File: config.mk
export PLATFORM = sky130hd
export DESIGN_NAME = ccd_win_seq
export DESIGN_NICKNAME = d
export VERILOG_FILES = /design/src/rtl/ccd_win_pkg.sv /design/src/rtl/ccd_win_prog.sv /design/src/rtl/ccd_win_cfg.sv /design/src/rtl/ccd_win_fsm.sv /design/src/rtl/ccd_win_seq.sv
export SDC_FILE = /design/constraint.sdc
export NUM_CORES = 1
export LEC_CHECK = 0
export BUFFER_PORTS_ARGS = -buffer_cell sky130_fd_sc_hd__buf_2
export CORE_ASPECT_RATIO = 0.9
export CORE_MARGIN = 4
export CORE_UTILIZATION = 50
export DETAILED_ROUTE_END_ITERATION = 8
export PLACE_DENSITY = 0.81
export SYNTH_ARGS = -nofsm -noshare
export SYNTH_HDL_FRONTEND = slang
export SYNTH_SLANG_ARGS = --single-unit
File: constraint.sdc
create_clock -name clk -period 4.74 [get_ports clk]
set_clock_uncertainty 0.2 [all_clocks]
set_input_delay 0.474 -clock clk [delete_from_list [all_inputs] [get_ports clk]]
set_output_delay 0.474 -clock clk [all_outputs]
set_load 0.01 [all_outputs]
File: src/rtl/ccd_win_pkg.sv
package ccd_win_pkg;

    typedef enum logic [1:0] {
        LC_PD_FULL = 2'd0,
        LC_PD_CTR  = 2'd1,
        LC_READ    = 2'd2,
        LC_SHIFT   = 2'd3
    } line_cmd_e;

    typedef enum logic [1:0] {
        S_IDLE,
        S_ISSUE,
        S_WAIT,
        S_FINISH
    } seq_state_e;

endpackage

File: src/rtl/ccd_win_prog.sv
module ccd_win_prog
    import ccd_win_pkg::*;
#(
    parameter int CNT_W     = 10,
    parameter int STEP_W    = 2,
    parameter int ROWS_FULL = 492,
    parameter int ROWS_CTR  = 163,
    parameter int OVC_LINES = 4
) (
    input  logic [2:0]        mode,
    input  logic              ovc,
    input  logic [STEP_W-1:0] step,
    output line_cmd_e         code,
    output logic [CNT_W-1:0]  reps
);

    logic row_win;
    assign row_win = mode[2];

    always_comb begin
        code = LC_SHIFT;
        reps = '0;
        unique case (step)
            STEP_W'(0): begin
                code = row_win ? LC_PD_CTR : LC_PD_FULL;
                reps = CNT_W'(1);
            end
            STEP_W'(1): begin
                code = row_win ? LC_READ : LC_SHIFT;
                reps = row_win ? CNT_W'(1) : CNT_W'(ROWS_FULL);
            end
            STEP_W'(2): begin
                code = LC_READ;
                reps = ovc ? CNT_W'(OVC_LINES) : '0;
            end
            default: begin
                code = LC_SHIFT;
                reps = row_win ? CNT_W'(ROWS_CTR) : '0;
            end
        endcase
    end

endmodule

File: src/rtl/ccd_win_cfg.sv
module ccd_win_cfg #(
    parameter int HPIX_W      = 10,
    parameter int HPIX_FULL_S = 708,
    parameter int HPIX_FULL_D = 360,
    parameter int HPIX_COL_S  = 246,
    parameter int HPIX_COL_D  = 120
) (
    input  logic [2:0]        mode,
    output logic [HPIX_W-1:0] hpix,
    output logic              dump_outer,
    output logic              dump_center,
    output logic              dual_sel
);

    always_comb begin
        dual_sel    = mode[0];
        dump_outer  = mode[1];
        dump_center = 1'b0;
        unique case (mode[1:0])
            2'b00:   hpix = HPIX_W'(HPIX_FULL_S);
            2'b01:   hpix = HPIX_W'(HPIX_FULL_D);
            2'b10:   hpix = HPIX_W'(HPIX_COL_S);
            default: hpix = HPIX_W'(HPIX_COL_D);
        endcase
    end

endmodule

File: src/rtl/ccd_win_fsm.sv
module ccd_win_fsm
    import ccd_win_pkg::*;
#(
    parameter int CNT_W  = 10,
    parameter int STEP_W = 2,
    parameter int NSTEP  = 4
) (
    input  logic              clk,
    input  logic              rst_n,
    input  logic              start,
    input  logic              run_cont,
    input  logic              seg_done,
    input  logic [2:0]        mode_i,
    input  logic              ovc_en_i,
    input  line_cmd_e         prog_code,
    input  logic [CNT_W-1:0]  prog_reps,
    output logic [STEP_W-1:0] step,
    output logic [2:0]        mode_q,
    output logic              ovc_q,
    output logic              cmd_req,
    output line_cmd_e         cmd_code,
    output logic [CNT_W-1:0]  cmd_reps,
    output logic              frame_done,
    output logic              busy
);

    localparam logic [STEP_W-1:0] LAST_STEP = STEP_W'(NSTEP - 1);

    seq_state_e state, state_n;
    logic       frame_go;
    logic       last;
    logic       empty;
    logic       advance;

    assign last     = (step == LAST_STEP);
    assign empty    = (prog_reps == '0);
    assign frame_go = ((state == S_IDLE) && (start || run_cont)) ||
                      ((state == S_FINISH) && run_cont);
    assign advance  = !last && (((state == S_ISSUE) && empty) ||
                                ((state == S_WAIT) && seg_done));

    always_comb begin
        state_n = state;
        unique case (state)
            S_IDLE:   state_n = frame_go ? S_ISSUE : S_IDLE;
            S_ISSUE:  state_n = !empty ? S_WAIT : (last ? S_FINISH : S_ISSUE);
            S_WAIT:   state_n = seg_done ? (last ? S_FINISH : S_ISSUE) : S_WAIT;
            S_FINISH: state_n = run_cont ? S_ISSUE : S_IDLE;
        endcase
    end

    // State register together with the frame context it tracks
    always_ff @(posedge clk or negedge rst_n) begin
        if (!rst_n) begin
            state  <= S_IDLE;
            step   <= '0;
            mode_q <= '0;
            ovc_q  <= 1'b0;
        end else begin
            state <= state_n;
            if (frame_go) begin
                mode_q <= mode_i;
                ovc_q  <= ovc_en_i;
                step   <= '0;
            end else if (advance) begin
                step <= step + STEP_W'(1);
            end
        end
    end

    // Registered outputs
    always_ff @(posedge clk or negedge rst_n) begin
        if (!rst_n) begin
            cmd_req    <= 1'b0;
            cmd_code   <= LC_PD_FULL;
            cmd_reps   <= '0;
            frame_done <= 1'b0;
            busy       <= 1'b0;
        end else begin
            cmd_req    <= (state == S_ISSUE) && !empty;
            frame_done <= (state == S_FINISH);
            busy       <= (state_n != S_IDLE);
            if ((state == S_ISSUE) && !empty) begin
                cmd_code <= prog_code;
                cmd_reps <= prog_reps;
            end
        end
    end

endmodule

File: src/rtl/ccd_win_seq.sv
module ccd_win_seq
    import ccd_win_pkg::*;
#(
    parameter int CNT_W       = 10,
    parameter int HPIX_W      = 10,
    parameter int ROWS_FULL   = 492,
    parameter int ROWS_CTR    = 163,
    parameter int OVC_LINES   = 4,
    parameter int HPIX_FULL_S = 708,
    parameter int HPIX_FULL_D = 360,
    parameter int HPIX_COL_S  = 246,
    parameter int HPIX_COL_D  = 120
) (
    input  logic              clk,
    input  logic              rst_n,
    input  logic              start,
    input  logic              run_cont,
    input  logic [2:0]        mode_i,
    input  logic              ovc_en_i,
    input  logic              seg_done,
    output logic              cmd_req,
    output logic [1:0]        cmd_code,
    output logic [CNT_W-1:0]  cmd_reps,
    output logic [HPIX_W-1:0] hpix,
    output logic              dump_outer,
    output logic              dump_center,
    output logic              dual_sel,
    output logic              frame_done,
    output logic              busy
);

    localparam int NSTEP  = 4;
    localparam int STEP_W = $clog2(NSTEP);

    logic [STEP_W-1:0] step;
    logic [2:0]        mode_q;
    logic              ovc_q;
    line_cmd_e         prog_code;
    logic [CNT_W-1:0]  prog_reps;
    line_cmd_e         code_q;

    ccd_win_prog #(
        .CNT_W(CNT_W), .STEP_W(STEP_W), .ROWS_FULL(ROWS_FULL),
        .ROWS_CTR(ROWS_CTR), .OVC_LINES(OVC_LINES)
    ) u_prog (
        .mode(mode_q), .ovc(ovc_q), .step(step),
        .code(prog_code), .reps(prog_reps)
    );

    ccd_win_fsm #(
        .CNT_W(CNT_W), .STEP_W(STEP_W), .NSTEP(NSTEP)
    ) u_fsm (
        .clk(clk), .rst_n(rst_n), .start(start), .run_cont(run_cont),
        .seg_done(seg_done), .mode_i(mode_i), .ovc_en_i(ovc_en_i),
        .prog_code(prog_code), .prog_reps(prog_reps),
        .step(step), .mode_q(mode_q), .ovc_q(ovc_q),
        .cmd_req(cmd_req), .cmd_code(code_q), .cmd_reps(cmd_reps),
        .frame_done(frame_done), .busy(busy)
    );

    ccd_win_cfg #(
        .HPIX_W(HPIX_W), .HPIX_FULL_S(HPIX_FULL_S), .HPIX_FULL_D(HPIX_FULL_D),
        .HPIX_COL_S(HPIX_COL_S), .HPIX_COL_D(HPIX_COL_D)
    ) u_cfg (
        .mode(mode_q), .hpix(hpix), .dump_outer(dump_outer),
        .dump_center(dump_center), .dual_sel(dual_sel)
    );

    assign cmd_code = code_q;

endmodule

### Word level (Yosys, flattened, before mapping)

Cells that the tools add are included.

* register bits: 23
* latch bits: 0
* RAM bits: 0
* memory bits (read-only): 0
* input bits: 9
* output and inout bits: 28
* logic and storage cells: 51
* memories: 0

* add/subtract/negate cells: 1
* multipliers: 0
* div/mod/pow operators: 0
* order comparisons: 0
* eq/ne operators: 8
* shift operators: 0
* mux-type cells: 16
* bitwise operators: 0
* reductions and logical operators: 17

Operator list (number)
* $pmux W10 S3: 2
* $eq A2 B2 Y1 const B: 5
* $logic_not A10 Y1: 1
* $mux W2: 5
* $mux W9: 1
* $mux W8: 1
* $pmux W2 S4: 1
* $eq A2 B1 Y1 const B: 3
* $logic_and A1 B1 Y1: 6
* $logic_not A2 Y1: 3
* $pmux W2 S3: 1
* $mux W1: 4
* $reduce_bool A2 Y1: 2
* $logic_or A1 B1 Y1: 3
* $mux W3: 1
* $add A2 B1 Y2 const B: 1
* $logic_not A1 Y1: 2

### Depth between registers and ports, before layout

* word-level depth: 8
* depth in mapped cells: 8
* mapped depth without buffers: 7

### Cells and area by module

From an unflattened synthesis, not the netlist that was laid out.

* cell total of the unflattened synthesis: 101
* area total of the unflattened synthesis: 1189.9 um2

Modules (own cells, without submodules)
* ccd_win_fsm: instances 1, cells an instance 69, area each 983.4 um2, seq. area each 575.6 um2
* ccd_win_prog: instances 1, cells an instance 17, area each 117.6 um2, seq. area each 0.0 um2
* ccd_win_cfg: instances 1, cells an instance 15, area each 88.8 um2, seq. area each 0.0 um2

### Least setup slack after synthesis

No wires, ideal clock.

* kind: reg-to-reg
* from: reg u_fsm.step[0]
* to: reg u_fsm.step[0]
* setup time: 0.122 ns
* arrival time: 1.748 ns
* required time: 4.418 ns
* setup slack: 2.670 ns
* cell stages (with the launch flop): 8
* buffers on the path: 1
* period minus slack after synthesis: 2.070 ns
* cells stage by stage: dfrtp_1 ha_1 buf_6 o21a_1 or3_1 o211ai_2 nand2_1 a32o_1

* longest elaborated chain between the ends: 7
* elaborated cells on any way between the ends: 14
* those cells by class: add/sub (1); eq/ne (3); mux (3); reduce/logical (7)

RTL lines
* start: declaration: line ccd_win_fsm.sv:17 `output logic [STEP_W-1:0] step,`
* start signal: assignment: line ccd_win_fsm.sv:66 `step <= step + STEP_W'(1);`
* $eq A2 B2 Y1, or another cell as far along: line ccd_win_prog.sv:23 `unique case (step)`
* $pmux W10 S3: line ccd_win_prog.sv:23
* $logic_not A10 Y1: line ccd_win_fsm.sv:36 `assign empty = (prog_reps == '0);`
* $logic_and A1 B1 Y1: line ccd_win_fsm.sv:39 `assign advance = !last && (((state == S_ISSUE) && empty) ||`
* $logic_or A1 B1 Y1: line ccd_win_fsm.sv:39
* $logic_and A1 B1 Y1: line ccd_win_fsm.sv:39
* $reduce_bool A2 Y1 (no line)

Several ways; a longest one is shown, not always the timed one. The select of a mux whose other input is x is not followed.
A chain may end at the register's enable or synchronous reset.

### Final worst setup path

* from: reg u_fsm.step[0]
* to: reg u_fsm.cmd_reps[6]

* longest elaborated chain between the ends: 5
* elaborated cells on any way between the ends: 7
* those cells by class: eq/ne (2); mux (1); reduce/logical (4)

RTL lines
* $eq A2 B2 Y1, or another cell as far along: line ccd_win_prog.sv:23
* $pmux W10 S3 *: line ccd_win_prog.sv:23
* $logic_not A10 Y1: line ccd_win_fsm.sv:36
* $logic_not A1 Y1
* $logic_and A1 B1 Y1: line ccd_win_fsm.sv:83 `if ((state == S_ISSUE) && !empty) begin`
* end signal: assignment: line ccd_win_fsm.sv:85 `cmd_reps <= prog_reps;`
* end: declaration: line ccd_win_fsm.sv:22 `output logic [CNT_W-1:0] cmd_reps,`

Every way passes the cells marked *; elsewhere a longest branch is shown, timed or not.

==> flow_summary.json <==
{
  "start_util": 0.549,
  "grt_use_total": 0.139,
  "route.detailed.drc": 0,
  "tightest_slew_ps": 772,
  "rsz0062_at_grt": "false",
  "die_x_um": 54.2,
  "first_pass_iters": 4,
  "syn_inst": 96,
  "dieArea_um2": 2690,
  "synth_edf_count": 0,
  "min_to": "u_fsm.mode_q[1]$_DFFE_PN0P_",
  "min_path_cells": 3,
  "cp-end-kind": "register",
  "cts_tree": "built",
  "vdd_drop_max_mv": 0.425,
  "clock.fmax_mhz": 405,
  "clkLatencyLatePin_ps": 290,
  "grt_max_degree": 19,
  "cts_buffers": 3,
  "wl_per_cell_um": 11.6,
  "gp_congestion": 0.768,
  "drt-initial-drc-count": 9,
  "drv_slew": 0,
  "cts_setup_buffers": 0,
  "timing.rr.end": "u_fsm.cmd_reps[6]$_DFFE_PN0P_",
  "die_h_um": 49.6,
  "coreArea_um2": 1750,
  "clkTransAtPathRegs_ps": 90,
  "r2r-start": "u_fsm.step[0]$_DFFE_PN0P_",
  "layout_common_cells": "31 x buf_2, 18 x dfrtp_1, 14 x nand2_1, 6 x inv_1, 6 x nor2_1",
  "rows": 14,
  "globalRouteOverflowTotal": 0,
  "power_leakage_nw": 0.592,
  "pwr_density_cell_nw_per_um2": 695,
  "nNetsFinal": 136,
  "final_cell_area_um2": 1110,
  "synthMuxAreaShare": 0.0468,
  "hold_ws_ps": 183,
  "critical_path_class": "reg -> reg",
  "reg2reg_depth": 4,
  "num_antenna_cells": 0,
  "synth_flop_cell": "dfrtp_1",
  "ant_nets": 0,
  "drive_above_1_share": 0.377,
  "ys_types": 29,
  "synth_fa_ha_area_frac": 0.0520,
  "final-setup-viol-count": 0,
  "slew_headroom": 0.481,
  "synth_top_family_by_area": "compound AO/OA/AOI/OAI gates",
  "grt_antenna_before_repair": 0,
  "dp_hpwl_um": 1350,
  "synth-simple-area-share": 0.148,
  "critPathArrivalTime_ps": 2450,
  "drv_cap": 0,
  "min_from": "mode_i[1]",
  "start_kind": "register",
  "synth_area_um2": 962,
  "wl_um": 1690,
  "cts-htree-levels": 1,
  "cts_root_buffer": "clkbuf_4",
  "synthArstFlopShare": 1.00,
  "seqCellArea_um2": 450,
  "ys_seq_elements": 18,
  "worstPathMaxFanout": 13,
  "hold_class": "in -> reg",
  "vias_per_cell": 4.84,
  "yosys_warnings": 0,
  "crit_required_ps": 4720,
  "route.vias.total": 706,
  "fin_crit_ps": 2470,
  "grt_pass1_wl_um": 2770,
  "grt_pass1_vias": 633,
  "final_common_cell": "buf_2",
  "io_pins": 37,
  "status": "finished, final reports clean",
  "synth_xor_area_frac": 0,
  "post_dp_cell_area_um2": 1060,
  "tns_ps": 0,
  "port_buffers": 31,
  "synth.avg_cell_area_um2": 10.0,
  "finalCritPeriodShare": 0.521,
  "cts_sinks": 18,
  "multiInputGateArea_um2": 407,
  "synth_compound_area_frac": 0.156,
  "ys_seq_area_frac": 0.468,
  "ff2ff_setup_slack_ps": 2270,
  "hold_viol": 0,
  "synthToLayoutAreaGrowth_pct": 15.5,
  "clock_path_buffers": 2,
  "fillers": 163
}
stage by stage:
| stage | util | total power, W | cells | setup WS, ps |
|---|---|---|---|---|
| finish | 0.634 | 0.000772 | 146 | 2270 |
| global route | 0.634 | 0.000843 | 146 | 2120 |
| CTS | 0.634 | 0.000784 | 146 | 2270 |
| detailed placement | 0.608 | 0.000691 | 141 | 2300 |
| global placement | 0.608 | 0.000677 | 141 | 2350 |
| floorplan | - | 0.000586 | 99 | 2670 |
registers in the layout, summed over array words and instances (netlist names):
name              count
u_fsm.cmd_req         1
u_fsm.step            2
u_fsm.cmd_reps        5
u_fsm.cmd_code        2
u_fsm.ovc_q           1
u_fsm.frame_done      1
u_fsm.state           2
u_fsm.mode_q          3
u_fsm.busy            1
final cells by class:
cell class	instances	area share
well taps	24	0.0270
inverters	6	0.0203
flip-flops and latches	18	0.405
repair buffers	32	0.149
clock buffers	4	0.0327
multi-input cells	62	0.366
worst max-delay path by stage:
stage | slack (ps) | cells after the start | startpoint | endpoint
global placement | 2350 | 4 | u_fsm.step[0]$_DFFE_PN0P_ | u_fsm.cmd_reps[2]$_DFFE_PN0P_
floorplan | 2670 | 7 | u_fsm.step[0]$_DFFE_PN0P_ | u_fsm.step[0]$_DFFE_PN0P_
CTS | 2270 | 4 | u_fsm.step[0]$_DFFE_PN0P_ | u_fsm.cmd_reps[6]$_DFFE_PN0P_
detailed placement | 2300 | 4 | u_fsm.step[0]$_DFFE_PN0P_ | u_fsm.cmd_reps[2]$_DFFE_PN0P_
finish | 2270 | 4 | u_fsm.step[0]$_DFFE_PN0P_ | u_fsm.cmd_reps[6]$_DFFE_PN0P_
global route | 2120 | 4 | u_fsm.step[0]$_DFFE_PN0P_ | u_fsm.cmd_reps[6]$_DFFE_PN0P_
logic make-up (layout without fill, tap and decap cells):
| family | after synthesis | after routing |
|---|---|---|
| AO/OA/AOI/OAI | 19 | 19 |
| adder cells (fa/ha/maj) | 4 | 4 |
| buffers and inverters | 19 | 42 |
| flip-flops | 18 | 18 |
| multiplexers | 4 | 4 |
| other | 2 | 5 |
| AND/OR/NAND/NOR | 30 | 30 |
synthesized netlist by cell type, types with 2 or more instances:
cell      number  area [um2]
conb_1         2        7.51
nand2_1       14        52.6
dfrtp_1       18         450
ha_1           4        50.1
clkbuf_1       2        7.51
a21oi_1        4        20.0
buf_4         10        75.1
a32o_1         2        20.0
mux2_2         4        45.0
or2b_1         2        15.0
nand3_1        2        10.0
inv_1          6        22.5
o21ai_0        5        25.0
nor2_1         6        22.5
power by group:
part | switching [W] | total, W | internal [W]
Clock | 0.0000430 | 0.0000898 | 0.0000468
Combinational | 0.000216 | 0.000395 | 0.000180
Sequential | 0.0000648 | 0.000287 | 0.000222
routing by layer:
metal / track usage / up-vias / wire length, um
met1: 0.163 / 332 / 720
li1: - / 354 / -
met5: 0 / - / 0
met2: 0.235 / 18 / 850
met3: 0.0633 / 2 / 108
met4: 0.0124 / 0 / 10
critical path, cell delays in order, from the launching register on:
cell	delay (ps)
dfrtp_1	470
ha_1	380
o21a_1	260
o311ai_2	640
mux2_2	410
timing repair:
action / 4_1_cts / 5_1_grt
resized for setup: 0 / 0
hold buffers: 1 / 0
hold endpoints to repair: 18 / 0
Power figures use the tool's default switching activity.
